--- src/rtl/wgc_pkg.sv ---
package wgc_pkg;

    // Bit positions shared by every interrupt vector of the block
    localparam int IRQ_TIMER    = 0;
    localparam int IRQ_SOFTWARE = 1;
    localparam int IRQ_EXTERNAL = 2;
    localparam int IRQ_COUNT    = 3;

    typedef enum logic [1:0] {
        ST_RUN    = 2'd0,
        ST_DOZE   = 2'd1,
        ST_RESUME = 2'd2
    } pm_state_e;

endpackage

--- src/rtl/wgc_capture.sv ---
module wgc_capture #(
    parameter int N_IRQ = wgc_pkg::IRQ_COUNT
) (
    input  logic             clk,
    input  logic             rst_n,
    input  logic [N_IRQ-1:0] line_i,
    input  logic [N_IRQ-1:0] enable_i,
    input  logic             release_i,
    output logic [N_IRQ-1:0] held_o,
    output logic             pend_any_o
);

    logic [N_IRQ-1:0] held_q;
    logic [N_IRQ-1:0] live_pend;

    // One capture flag per line; a high line always wins over the release
    for (genvar g = 0; g < N_IRQ; g++) begin : g_line
        always_ff @(posedge clk or negedge rst_n) begin
            if (!rst_n) begin
                held_q[g] <= 1'b0;
            end else begin
                held_q[g] <= line_i[g] | (held_q[g] & ~release_i);
            end
        end
        assign live_pend[g] = enable_i[g] & (line_i[g] | held_q[g]);
    end

    assign held_o     = held_q;
    assign pend_any_o = |live_pend;

endmodule

--- src/rtl/wgc_fsm.sv ---
module wgc_fsm
    import wgc_pkg::*;
(
    input  logic clk,
    input  logic rst_n,
    input  logic wfi_i,
    input  logic pend_any_i,
    input  logic ack_i,
    output logic gate_en_o,
    output logic in_run_o,
    output logic release_o
);

    pm_state_e state_q, state_d;

    // State register
    always_ff @(posedge clk or negedge rst_n) begin
        if (!rst_n) begin
            state_q <= ST_RUN;
        end else begin
            state_q <= state_d;
        end
    end

    // Transitions
    always_comb begin
        state_d = state_q;
        unique case (state_q)
            ST_RUN: begin
                if (wfi_i && !pend_any_i) begin
                    state_d = ST_DOZE;
                end
            end
            ST_DOZE: begin
                if (pend_any_i) begin
                    state_d = ST_RESUME;
                end
            end
            ST_RESUME: begin
                if (ack_i) begin
                    state_d = ST_RUN;
                end
            end
            default: state_d = ST_RUN;
        endcase
    end

    // Outputs decoded from the registered state
    always_comb begin
        gate_en_o = 1'b1;
        in_run_o  = 1'b0;
        release_o = ack_i;
        unique case (state_q)
            ST_RUN: begin
                in_run_o  = 1'b1;
                release_o = 1'b1;
            end
            ST_DOZE: begin
                gate_en_o = 1'b0;
            end
            ST_RESUME: begin
                gate_en_o = 1'b1;
            end
            default: begin
                gate_en_o = 1'b1;
            end
        endcase
    end

endmodule

--- src/rtl/wfi_gate_ctrl.sv ---
module wfi_gate_ctrl #(
    parameter int N_IRQ = wgc_pkg::IRQ_COUNT
) (
    input  logic             clk,
    input  logic             rst_n,
    input  logic             wfi_req,
    input  logic [N_IRQ-1:0] irq_lines,
    input  logic [N_IRQ-1:0] irq_enable,
    input  logic             wake_ack,
    output logic             gate_en,
    output logic             sleeping,
    output logic [N_IRQ-1:0] irq_held
);

    logic pend_any;
    logic in_run;
    logic release_flags;

    wgc_capture #(
        .N_IRQ(N_IRQ)
    ) u_capture (
        .clk       (clk),
        .rst_n     (rst_n),
        .line_i    (irq_lines),
        .enable_i  (irq_enable),
        .release_i (release_flags),
        .held_o    (irq_held),
        .pend_any_o(pend_any)
    );

    wgc_fsm u_fsm (
        .clk       (clk),
        .rst_n     (rst_n),
        .wfi_i     (wfi_req),
        .pend_any_i(pend_any),
        .ack_i     (wake_ack),
        .gate_en_o (gate_en),
        .in_run_o  (in_run),
        .release_o (release_flags)
    );

    assign sleeping = ~gate_en;

    AST_WFI_GATES: assert property (@(posedge clk) disable iff (!rst_n)
        (in_run && wfi_req && !pend_any) |=> !gate_en);

    AST_WAKE_ONE_CYCLE: assert property (@(posedge clk) disable iff (!rst_n)
        (!gate_en && pend_any) |=> gate_en);

    AST_NO_GATE_WHEN_PENDING: assert property (@(posedge clk) disable iff (!rst_n)
        (gate_en && pend_any) |=> gate_en);

    AST_HELD_KEPT_ASLEEP: assert property (@(posedge clk) disable iff (!rst_n)
        (!gate_en) |=> ((irq_held & $past(irq_held)) == $past(irq_held)));

    AST_ACK_RELEASES: assert property (@(posedge clk) disable iff (!rst_n)
        (wake_ack && gate_en) |=> (irq_held == $past(irq_lines)));

endmodule

--- config.mk ---
export PLATFORM = sky130hd
export DESIGN_NAME = wfi_gate_ctrl
export DESIGN_NICKNAME = d
export VERILOG_FILES = /design/src/rtl/wgc_pkg.sv /design/src/rtl/wgc_capture.sv /design/src/rtl/wgc_fsm.sv /design/src/rtl/wfi_gate_ctrl.sv
export SDC_FILE = /design/constraint.sdc
export NUM_CORES = 1
export LEC_CHECK = 0
export ABC_AREA = 0
export BUFFER_PORTS_ARGS = -buffer_cell sky130_fd_sc_hd__buf_2
export CAP_MARGIN = 20
export CORE_AREA = 2 2 39 41
export DETAILED_ROUTE_END_ITERATION = 8
export DIE_AREA = 0 0 41 43
export PLACE_DENSITY = 0.4
export SLEW_MARGIN = 20
export SYNTH_ARGS = -nofsm -noshare
export SYNTH_HDL_FRONTEND = slang
export SYNTH_SLANG_ARGS = --single-unit
--- constraint.sdc ---
create_clock -name clk -period 2.33 [get_ports clk]
set_input_delay 0 -clock clk [delete_from_list [all_inputs] [get_ports clk]]
set_output_delay 0 -clock clk [all_outputs]
set_load 0.005 [all_outputs]
==> qor.csv <==
metric;value;unit
Rel. slew slack;88.8;%
CP max stage cell;dfrtp_1;
most frequent cell after synthesis;dfrtp_1;
vias in the first global route;258;
post-synthesis compound-gate area fraction;21.1;%
flop and latch count out of synthesis;5;
Worst Path Arrival;0.99;ns
cell family with most CP delay;flip-flops;
crit path kind;reg2out;
area share of the leading cell type in the synthesized netlist;58.5;%
sequential area share after synthesis;58.5;%
RSZ-0062 raised after global routing;no;
Tightest Pin Transition;0.167;ns
buffer and inverter count on the worst path;2;
Startpoint Class;flip-flop;
GRT Resource Usage Total;9.20;%
CTS resizes;0;
CTS HTree Levels;1;
Synth Area in Simple Gates;18.7;%
clk_skew;0.00550;ns
EDFF count, synth;0;
maximum vdd drop;0.241;mV
CTS tree;done;
Hold Violations, Final;0;
Peak Freq;1.01;GHz
hold_buf cts;5;
LEAKAGE;0.202;nW
Site Rows;14;
IO Pins;15;
Final nets;55;
via count;240;
Initial Utilization;15.5;%
first-pass iteration count of the detailed router;4;
mean routed wirelength per cell;9.95;um
# Post-CTS Setup Buffers;0;
Clock Pin Slew Worst Setup and Hold Paths;0.05;ns
commonest cells in the netlist;dfrtp_1 (5), nor2_1 (4), a21o_1 (3), o21ai_1 (3);
top area cells in the synthesized netlist;dfrtp_1 (58%), a21o_1 (11%), o21ai_1 (7.0%), nor2_1 (7.0%), nand4b_1 (4.1%);
post-synthesis cell type count;10;
Synth area leader;dfrtp_1;
Synth Flop Type;dfrtp_1;
Pwr per Cell Area;632;nW/um^2
synthesized area per cell;10.2;um^2
die area;1760;um^2
final slew viol count;0;
Starting DRT DRC Count;4;
layout cell share with drive strength beyond 1;40.9;%
global-route wire length before repair;1.00;mm
die width;41;um
total chip power;0.240;mW
worst-skew pair later-pin latency;0.24;ns
Post-Syn Instances;21;
clk sinks;5;
max cap viols;0;
non-filler cells, final;60;
Layout fillers;156;
min cycle time layout;0.993;ns
largest net degree at the start of global routing;6;
Adder-Cell Fraction of Synth Area;0;%
nature of the critical path endpoint;output port;
GP Congestion;0.644;
CTS max path bufs;2;
Setup-failing EPs final;0;
post-synthesis mux area share;0;%
DRC;0;
ANT nets after route;0;
post-detailed-routing wire length;597;um
critical path required time;2.33;ns
CORE AREA;1380;um^2
via density per instance;4.00;
Die Y;43;um
main combinational cell family by area after synthesis;compound AO/OA/AOI/OAI gates;
Netlist Area Pre-Place;214;um^2
Syn Nets;31;
dpl cells;51;
critical path cell sequence;nand2b_1 -> inv_1 -> buf_2;
status;finished, final reports clean;
PortBufs;14;
max incr delay on CP;0.40;ns
Ys Warns;0;
post-route clock period utilization;42.6;%
total gr overflow;0;
synthesis-to-layout area growth;77.8;%
worst min path class;in2reg;
initial antenna violation count;0;
Setup TNS;0;ns
cts bufs inserted;3;
# diodes;0;
CTS root buffer;clkbuf_4;
ys async rst share;100;%
critical path fanouts, max;4;
xor and xnor area share after synthesis;0;%
-- worst reg2reg max path: stages, from the launching register on --
cell and delay [ns]:
dfrtp_1 0.40, nor2_1 0.15, nor2_2 0.07, a21o_1 0.17
-- worst paths after layout --
check / slack (ns) / start / to / depth (start not counted)
setup / recovery: 1.34 / u_fsm.state_q[1]$_DFFE_PN0P_ / sleeping / 3
hold reg to reg: 0.50 / u_capture.held_o[0]$_DFF_PN0_ / u_capture.held_o[0]$_DFF_PN0_ / 1
setup reg to reg: 1.42 / u_fsm.state_q[1]$_DFFE_PN0P_ / u_capture.held_o[1]$_DFF_PN0_ / 3
min in group asynchronous: 0.10 / rst_n / u_fsm.state_q[0]$_DFFE_PN0P_ / 2
hold / removal: 0.04 / wake_ack / u_fsm.state_q[1]$_DFFE_PN0P_ / 4
max in group asynchronous: 2.09 / rst_n / u_capture.held_o[2]$_DFF_PN0_ / 2
-- registers in the layout, indices dropped and copies added, names as in the netlist --
| name | count |
|---|---|
| u_fsm.state_q | 2 |
| u_capture.held_o | 3 |
-- area by class of cell --
cell class	count	area, um^2	area share (%)
clock buffer	4	26.3	6.91
inverter	1	3.75	0.987
multi-input combinational	15	85.1	22.4
tap	16	20.0	5.26
sequential	5	125	32.9
timing repair buffer	19	120	31.6
-- power breakdown --
group | total [mW] | switching (mW) | internal (mW) | leakage (nW)
Clock | 0.0996 | 0.0349 | 0.0647 | 0.0150
Combinational | 0.0404 | 0.0169 | 0.0235 | 0.125
Sequential | 0.100 | 0.00613 | 0.0942 | 0.0615
-- per-stage QoR --
step	cell area (um^2)	worst slack (ns)	util [%]	hold slack [ns]
6_report	380	1.34	27.5	0.0441
5_1_grt	380	1.26	27.5	0.0714
4_1_cts	380	1.33	27.5	0.0302
3_5_place_dp	304	1.41	22.0	-0.179
3_3_place_gp	304	1.43	22.0	-0.177
2_1_floorplan	214	1.47	-	-0.296
-- logic make-up (layout without fill, tap and decap cells) --
logic type / after synthesis / in the layout
AO/OA/AOI/OAI: 7 / 7
buffers and inverters: 1 / 24
flip-flops: 5 / 5
AND/OR/NAND/NOR: 8 / 8
-- routing by layer --
metal  track usage, %  part of all wire, %  vias up
li1                 -                    -      117
met1             10.2                   39      104
met2             13.1                   48       19
met3             4.71                   13        0
met4             6.00                    0        0
met5                0                    0        -
-- layout by cell type (no fill, tap or decap) --
cell,synthesis,routed
buf_2,0,14
clkbuf_4,0,3
a21boi_1,1,1
clkbuf_1,0,1
dfrtp_1,5,5
dlygate4sd3_1,0,5
nor2_1,4,4
nand2b_1,1,1
nor2_2,1,1
inv_1,1,1
a21o_1,3,3
nand4b_1,1,1
nand2_1,1,1
o21ai_1,3,3
No activity file was read; power rests on OpenSTA's default activity.
